<file path="src/rtl/irq_route_pkg.sv">
package irq_route_pkg;

  localparam int ENT_W    = 64;
  localparam int VEC_W    = 8;
  localparam int DM_W     = 3;
  localparam int DEST_W   = 8;

  localparam int VEC_LSB  = 0;
  localparam int DM_LSB   = 8;
  localparam int DMOD_BIT = 11;
  localparam int POL_BIT  = 13;
  localparam int TRIG_BIT = 15;
  localparam int MASK_BIT = 16;
  localparam int DEST_LSB = 56;

  localparam logic [DM_W-1:0] DM_LEGACY = 3'b111;

  typedef struct packed {
    logic [DEST_W-1:0] dest;
    logic              mask;
    logic              lvl;
    logic              pol;
    logic              dlog;
    logic [DM_W-1:0]   dm;
    logic [VEC_W-1:0]  vec;
  } rte_t;

  localparam rte_t RTE_RESET = '{dest: '0, mask: 1'b1, lvl: 1'b0, pol: 1'b0,
                                 dlog: 1'b0, dm: '0, vec: '0};

  typedef enum logic {ST_IDLE, ST_EXT} dlv_state_t;

  function automatic rte_t rte_decode(input logic [ENT_W-1:0] d);
    rte_t r;
    r.vec  = d[VEC_LSB +: VEC_W];
    r.dm   = d[DM_LSB +: DM_W];
    r.dlog = d[DMOD_BIT];
    r.pol  = d[POL_BIT];
    r.lvl  = d[TRIG_BIT];
    r.mask = d[MASK_BIT];
    r.dest = d[DEST_LSB +: DEST_W];
    return r;
  endfunction

endpackage

</file>
<file path="src/rtl/irq_route_table.sv">
module irq_route_table
  import irq_route_pkg::*;
#(
  parameter int N     = 24,
  parameter int IDX_W = $clog2(N)
) (
  input  logic                 clk,
  input  logic                 rst,
  input  logic                 wr_en,
  input  logic [IDX_W-1:0]     wr_idx,
  input  logic [ENT_W-1:0]     wr_data,
  input  logic                 svc_fire,
  input  logic [IDX_W-1:0]     svc_idx,
  input  logic                 svc_level,
  input  logic                 eoi_valid,
  input  logic [VEC_W-1:0]     eoi_vec,
  output rte_t                 cfg [N],
  output logic [N-1:0]         rirr
);

  rte_t         wr_cfg;
  logic [N-1:0] rirr_nxt;

  assign wr_cfg = rte_decode(wr_data);

  always_comb begin
    for (int i = 0; i < N; i++) begin
      rirr_nxt[i] = rirr[i];
      if (eoi_valid && rirr[i] && (cfg[i].vec == eoi_vec))
        rirr_nxt[i] = 1'b0;
      if (svc_fire && svc_level && (svc_idx == IDX_W'(i)))
        rirr_nxt[i] = 1'b1;
      if (wr_en && (wr_idx == IDX_W'(i)) && !wr_cfg.lvl)
        rirr_nxt[i] = 1'b0;
    end
  end

  always_ff @(posedge clk) begin
    if (rst) begin
      for (int i = 0; i < N; i++) cfg[i] <= RTE_RESET;
      rirr <= '0;
    end else begin
      for (int i = 0; i < N; i++)
        if (wr_en && (wr_idx == IDX_W'(i))) cfg[i] <= wr_cfg;
      rirr <= rirr_nxt;
    end
  end

endmodule

</file>
<file path="src/rtl/irq_route_pend.sv">
module irq_route_pend #(
  parameter int N     = 24,
  parameter int IDX_W = $clog2(N)
) (
  input  logic             clk,
  input  logic             rst,
  input  logic [N-1:0]     irq_in,
  input  logic [N-1:0]     mask_vec,
  input  logic [N-1:0]     level_vec,
  input  logic             svc_fire,
  input  logic [IDX_W-1:0] svc_idx,
  output logic [N-1:0]     pend
);

  logic [N-1:0] irq_q;
  logic [N-1:0] rise;

  assign rise = irq_in & ~irq_q;

  always_ff @(posedge clk) begin
    if (rst) begin
      irq_q <= '0;
      pend  <= '0;
    end else begin
      irq_q <= irq_in;
      for (int i = 0; i < N; i++) begin
        if (level_vec[i]) begin
          pend[i] <= irq_in[i];
        end else if (rise[i] && !mask_vec[i]) begin
          pend[i] <= 1'b1;
        end else if (svc_fire && (svc_idx == IDX_W'(i))) begin
          pend[i] <= 1'b0;
        end
      end
    end
  end

endmodule

</file>
<file path="src/rtl/irq_route_pick.sv">
module irq_route_pick #(
  parameter int N     = 24,
  parameter int IDX_W = $clog2(N)
) (
  input  logic [N-1:0]     req,
  output logic             found,
  output logic [IDX_W-1:0] idx
);

  always_comb begin
    found = |req;
    idx   = '0;
    for (int i = N - 1; i >= 0; i--)
      if (req[i]) idx = IDX_W'(i);
  end

endmodule

</file>
<file path="src/rtl/irq_route.sv">
module irq_route
  import irq_route_pkg::*;
#(
  parameter int N     = 24,
  parameter int IDX_W = $clog2(N)
) (
  input  logic                 clk,
  input  logic                 rst,
  input  logic [N-1:0]         irq_in,
  input  logic                 wr_en,
  input  logic [IDX_W-1:0]     wr_idx,
  input  logic [63:0]          wr_data,
  input  logic                 eoi_valid,
  input  logic [7:0]           eoi_vec,
  output logic                 ext_req,
  input  logic                 ext_ack,
  input  logic [7:0]           ext_vec,
  output logic                 msg_valid,
  input  logic                 msg_ready,
  output logic [IDX_W-1:0]     msg_pin,
  output logic [7:0]           msg_vector,
  output logic [2:0]           msg_dlv_mode,
  output logic [7:0]           msg_dest,
  output logic                 msg_dest_logical,
  output logic                 msg_polarity,
  output logic                 msg_trig_level
);

  rte_t             cfg [N];
  logic [N-1:0]     rirr_vec;
  logic [N-1:0]     pend_vec;
  logic [N-1:0]     mask_vec;
  logic [N-1:0]     level_vec;
  logic [N-1:0]     elig;
  logic             found;
  logic [IDX_W-1:0] sel_idx;
  rte_t             sel_cfg;
  logic             sel_level;
  logic             can_take;
  logic             svc_fire;
  dlv_state_t       st;

  always_comb begin
    for (int i = 0; i < N; i++) begin
      mask_vec[i]  = cfg[i].mask;
      level_vec[i] = cfg[i].lvl;
    end
  end

  assign elig = pend_vec & ~mask_vec & ~(level_vec & rirr_vec);

  irq_route_pick #(.N(N), .IDX_W(IDX_W)) u_pick (
    .req   (elig),
    .found (found),
    .idx   (sel_idx)
  );

  always_comb begin
    sel_cfg = RTE_RESET;
    for (int i = 0; i < N; i++)
      if (sel_idx == IDX_W'(i)) sel_cfg = cfg[i];
  end

  assign sel_level = sel_cfg.lvl;
  assign can_take  = (st == ST_IDLE) && (!msg_valid || msg_ready);
  assign svc_fire  = can_take && found;

  irq_route_table #(.N(N), .IDX_W(IDX_W)) u_tab (
    .clk       (clk),
    .rst       (rst),
    .wr_en     (wr_en),
    .wr_idx    (wr_idx),
    .wr_data   (wr_data),
    .svc_fire  (svc_fire),
    .svc_idx   (sel_idx),
    .svc_level (sel_level),
    .eoi_valid (eoi_valid),
    .eoi_vec   (eoi_vec),
    .cfg       (cfg),
    .rirr      (rirr_vec)
  );

  irq_route_pend #(.N(N), .IDX_W(IDX_W)) u_pend (
    .clk       (clk),
    .rst       (rst),
    .irq_in    (irq_in),
    .mask_vec  (mask_vec),
    .level_vec (level_vec),
    .svc_fire  (svc_fire),
    .svc_idx   (sel_idx),
    .pend      (pend_vec)
  );

  assign ext_req = (st == ST_EXT);

  always_ff @(posedge clk) begin
    if (rst) begin
      st               <= ST_IDLE;
      msg_valid        <= 1'b0;
      msg_pin          <= '0;
      msg_vector       <= '0;
      msg_dlv_mode     <= '0;
      msg_dest         <= '0;
      msg_dest_logical <= 1'b0;
      msg_polarity     <= 1'b0;
      msg_trig_level   <= 1'b0;
    end else begin
      case (st)
        ST_IDLE: begin
          if (svc_fire) begin
            msg_pin          <= sel_idx;
            msg_vector       <= sel_cfg.vec;
            msg_dlv_mode     <= sel_cfg.dm;
            msg_dest         <= sel_cfg.dest;
            msg_dest_logical <= sel_cfg.dlog;
            msg_polarity     <= sel_cfg.pol;
            msg_trig_level   <= sel_cfg.lvl;
            if (sel_cfg.dm == DM_LEGACY) begin
              st        <= ST_EXT;
              msg_valid <= 1'b0;
            end else begin
              msg_valid <= 1'b1;
            end
          end else if (msg_valid && msg_ready) begin
            msg_valid <= 1'b0;
          end
        end
        ST_EXT: begin
          if (ext_ack) begin
            msg_vector <= ext_vec;
            msg_valid  <= 1'b1;
            st         <= ST_IDLE;
          end
        end
        default: st <= ST_IDLE;
      endcase
    end
  end

endmodule

</file>
<file path="config.mk">
export PLATFORM = sky130hd
export DESIGN_NAME = irq_route
export DESIGN_NICKNAME = d
export VERILOG_FILES = /design/src/rtl/irq_route_pkg.sv /design/src/rtl/irq_route_table.sv /design/src/rtl/irq_route_pend.sv /design/src/rtl/irq_route_pick.sv /design/src/rtl/irq_route.sv
export SDC_FILE = /design/constraint.sdc
export NUM_CORES = 2
export LEC_CHECK = 0
export ABC_AREA = 0
export ABC_CLOCK_PERIOD_IN_PS = 5440
export BUFFER_PORTS_ARGS = -buffer_cell sky130_fd_sc_hd__buf_2
export CAP_MARGIN = 25
export CELL_PAD_IN_SITES_DETAIL_PLACEMENT = 0
export CELL_PAD_IN_SITES_GLOBAL_PLACEMENT = 1
export CORE_MARGIN = 5
export CORE_UTILIZATION = 46
export DETAILED_ROUTE_END_ITERATION = 7
export PLACE_DENSITY = 0.79
export REMOVE_ABC_BUFFERS = 1
export SLEW_MARGIN = 40
export SYNTH_ARGS = -nofsm -noshare
export SYNTH_HDL_FRONTEND = slang
export SYNTH_HIERARCHICAL = 1
export SYNTH_SLANG_ARGS = --single-unit
export TNS_END_PERCENT = 5
</file>
<file path="constraint.sdc">
create_clock -name clk -period 5.44 [get_ports clk]
set_input_delay 1.088 -clock clk [delete_from_list [all_inputs] [get_ports clk]]
set_output_delay 1.088 -clock clk [all_outputs]
set_load 0.005 [all_outputs]
</file>
**Yosys cells after proc, flatten, opt, wreduce, memory -nomap -nowiden**

Index checks and enable logic that the tools add are counted.

- Word-level logic and storage cells: 765
- Register bits after elaboration: 653

- Bitwise logic cells: 8
- Muxes and demuxes: 180
- Reductions and logical operators: 277
- Eq/ne operators: 74

Operator list:

| cell | count |
|---|---|
| $mux 23 | 24 |
| $eq 8x8->1 | 24 |
| $logic_and 1x1->1 | 172 |
| $mux 1 | 127 |
| $mux 5 | 24 |
| $and 24x24->24 | 4 |
| $eq 5x4->1 const B | 16 |
| $eq 5x5->1 const B | 16 |
| $not 24->24 | 3 |
| $reduce_bool 3->1 | 24 |
| $reduce_bool 2->1 | 24 |
| $reduce_or 2->1 | 24 |
| $eq 5x3->1 const B | 8 |
| $logic_not 1->1 | 26 |
| $reduce_or 24->1 | 1 |
| $eq 5x2->1 const B | 4 |
| $mux 8 | 2 |
| $pmux 8 s2 | 1 |
| $eq 5x1->1 const B | 2 |
| $logic_not 5->1 | 2 |
| $reduce_and 2->1 | 3 |
| $pmux 1 s2 | 2 |
| $eq 3x3->1 const B | 1 |
| $ne 3x1->1 const B | 1 |
| other kinds (4) | 4 |

**Longest topological paths before layout**

- Word-level depth: 56
- Mapped depth: 20

**Modules after synthesis**

The synthesis kept the hierarchy.

By module, submodules not included:

| module | instances | area an instance (um2) | cells each |
|---|---|---|---|
| irq_route_table | 1 | 22539.1 | 2895 |
| irq_route | 1 | 6268.5 | 944 |
| irq_route_pend | 1 | 1896.8 | 187 |
| irq_route_pick | 1 | 309.0 | 48 |

**Least setup slack after synthesis**

OpenSTA, ideal clock, no wires.

- Path kind: register to register
- Start: register, netlist name u_tab/cfg[59]
- End: register u_tab.rirr[9]
- Setup slack: 1.204 ns
- Arrival time: 4.140 ns
- Stages on the path, launching flop included: 20
- Data required time: 5.345 ns
- Cell sequence: dfxtp_1 > a211oi_1 > nor2_1 > a221oi_1 > o211ai_1 > o211ai_1 > buf_2 > buf_2 > buf_2 > nor2_1 > nor2_1 > a31oi_1 > o2111a_1 > o211ai_1 > o21ai_1 > o21ai_1 > nand3b_1 > nor3_1 > nand2_1 > a221oi_1

RTL lines:

| element | RTL line | source |
|---|---|---|
| to (signal assigned) | irq_route_table.sv:45 | `rirr <= rirr_nxt;` |
| to (decl) | irq_route_table.sv:18 | `output logic [N-1:0] rirr` |

==> qor.csv <==
metric,value,unit
Syn Std Cell Area,31010,um^2
combinational share of power,5.1,%
FMAX,197.6,MHz
P_sw,2.525,mW
fin crit share,93.01,%
total global-route track usage,32.30,%
Port Buffers,102,
Die Wd,269.7,um
share of the synthesized area in the top cell type,42.15,%
Tightest Pin Transition,0.8701,ns
layout cells sized above 1,10.84,%
Clock Skews,0.02582,ns
latest clock arrival within the worst-skew pair,0.63,ns
Yosys Warn Count,6,
Overflow after GRT,0,
CP Launch Type,flip-flop,
"FF+latch count, synth",653,
"top cells by count, synth","1231 x nand2_1, 653 x dfxtp_1, 622 x a21oi_1, 192 x xnor2_1, 188 x clkbuf_1",
Post-DP Area,32510,um^2
RSZ-0062 raised after global routing,no,
CTS tree,done,
post-synthesis sequential area ratio,42.15,%
H-Tree Depth,3,
Yosys cell types,96,
Clk pwr share,48.7,%
mean area per synthesized cell,7.613,um^2
largest net degree at the start of global routing,151,
post-CTS setup-driven buffer insertion count,0,
Yosys top cell by area,dfxtp_1,
Cell Int Power,7.991,mW
Final Max Tran Viols,0,
Seq pwr share,46.2,%
Maximum Capacitance Violations,0,
worst hold path class,flip-flop to flip-flop,
Layout fillers,6699,
Worst setup EP type,flip-flop,
CTS Root Cell,clkbuf_16,
ys flop type,dfxtp_1,
ys async rst share,0,%
DR WL/cell,24.69,um
Sw Ratio,24.01,%
core area,67040,um^2
CTS resizes,0,
Worst slew margin,42.00,%
vias in the first global route,27880,
Max rail drop VDD,0.0002406,V
fin nets,4173,
design area,35030,um^2
ANT nets after route,0,
clk sinks,653,
Post-synth EDFFs,0,
pwr dens,300.2,nW/um^2
CTS Buf Count,74,
Clock Path Buffers,3,
ANT cells,0,
crit path time final,5.060,ns
# IOs,144,
first-pass GRT wire length,182.7,mm
Total Wirelength,123.1,mm
endpoints failing setup,0,
DRC,0,
CP arrival,5.59,ns
via/cell ratio,6.011,
top post-synthesis cells by area,"dfxtp_1 42%, nand2_1 15%, a21oi_1 10%, xnor2_1 5.4%, clkbuf_1 2.3%",
Layout area overhead,12.95,%
cells after synthesis,4074,
Placer Congestion,0.8834,
Initial Util,46.26,%
CTS clock-pin slew for the worst setup and hold paths,0.06,ns
Hold Buf Count CTS,0,
Vias,29980,
placed wire-length estimate,81.55,mm
Die Y,269.7,um
die area,72710,um^2
Setup CP Type,flip-flop to flip-flop,
initial drt markers,3697,
status,finished clean,
Power Total,10.52,mW
TritonRoute pass-1 iters,6,
required time worst endpoint,5.97,ns
most numerous cell in the Yosys netlist,nand2_1,
initial antenna violation count,1,
Worst Path Max Fanout,21,
Leak,11.44,nW
row count,95,
final hold violation count,0,
[per-layer routing]
metal	vias up	GRT usage (%)	wire length, um
met5	-	0	0
met1	14270	44.38	50610
met3	257	4.561	11330
met4	0	12.11	5037
met2	1505	51.92	56170
li1	13950	-	-
[layout make-up]
type / count / area, um^2 / area share (%)
multi-input cells: 3054 / 16490 / 47.08
flip-flops and latches: 653 / 13070 / 37.32
clock buffers: 117 / 2307 / 6.587
repair buffers: 238 / 1752 / 5.001
well taps: 873 / 1092 / 3.118
clock inverters: 16 / 173.9 / 0.4965
inverters: 37 / 138.9 / 0.3965
[cell usage in the layout, fill, tap and decap left out, types with 27 or more instances in the layout]
cell,instances
o21ai_0,56
buf_4,127
a21oi_1,621
clkbuf_16,77
nand3b_1,29
xnor2_1,192
o31ai_1,27
a22oi_1,68
nor2b_1,41
a211oi_1,48
buf_2,95
nand3_1,64
dfxtp_1,653
o22ai_1,34
nor3_1,30
nand2_1,1222
inv_1,35
nor2_1,163
nand4_1,29
o21bai_1,42
[through the flow]
stage                     worst slack, ns  cells  utilization (%)  TNS (ns)  hold slack, ns
after detailed placement           0.5187   4853            48.49         0          0.4424
final                              0.3801   4988            52.25         0          0.4488
after global routing               0.1773   4988            52.25         0          0.4645
after CTS                          0.4890   4986            52.19         0          0.4500
after global placement             0.5724   4849            48.27         0          0.4372
after floorplan                    -4.093   3744                -   -209.63          0.4257
[sequential cells by signal, indices dropped and copies added (netlist names)]
| signal | count |
|---|---|
| msg_dest_logical | 1 |
| msg_trig_level | 1 |
| u_tab/cfg | 552 |
| msg_valid | 1 |
| u_pend/pend | 24 |
| msg_pin | 5 |
| msg_vector | 8 |
| msg_dest | 8 |
| u_tab/rirr | 24 |
| msg_polarity | 1 |
| ext_req | 1 |
| u_pend/irq_q | 24 |
| msg_dlv_mode | 3 |
[path summary, 6_finish.rpt]
kind / startpoint / endpoint / slack (ns) / cells after the start
setup reg to reg: u_tab/cfg[381] / u_tab/rirr[13] / 0.38 / 15
hold reg to reg: msg_pin[2] / msg_pin[2] / 0.45 / 2
setup / recovery: u_tab/cfg[381] / u_tab/rirr[13] / 0.38 / 15
hold / removal: msg_pin[2] / msg_pin[2] / 0.45 / 2
[cell families (layout without fill, tap and decap cells)]
family	after synthesis	in the layout	synth area share (%)
simple gates	1733	1733	24.15
xor+xnor	192	192	5.422
buf+inv	367	408	5.245
mux	32	32	1.460
flops	653	653	42.15
compound gates	1097	1097	21.57
[worst max-delay path, stage by stage, from the launching register on]
cell and delay, ns:
dfxtp_1 0.51, a211oi_1 0.17, nor4_1 0.48, nand3_1 0.31, a21oi_4 0.68, or3b_1 0.56
nor3_2 0.20, a21oi_1 0.09, o2111a_1 0.19, o211ai_1 0.41, o21ai_1 0.15, o21ai_1 0.14
nand3b_1 0.29, nor3_1 0.39, nand2_1 0.10, a221oi_1 0.26
[power groups by stage]
stage	clock network, mW	registers [mW]	logic, mW
2_1_floorplan	0	4.95	0.200
3_3_place_gp	0	4.96	0.521
3_5_place_dp	0	4.96	0.528
4_1_cts	5.17	4.86	0.529
5_1_grt	5.39	4.86	0.571
6_report	5.12	4.86	0.540
Note: power is estimated with default switching activity, not from simulation.
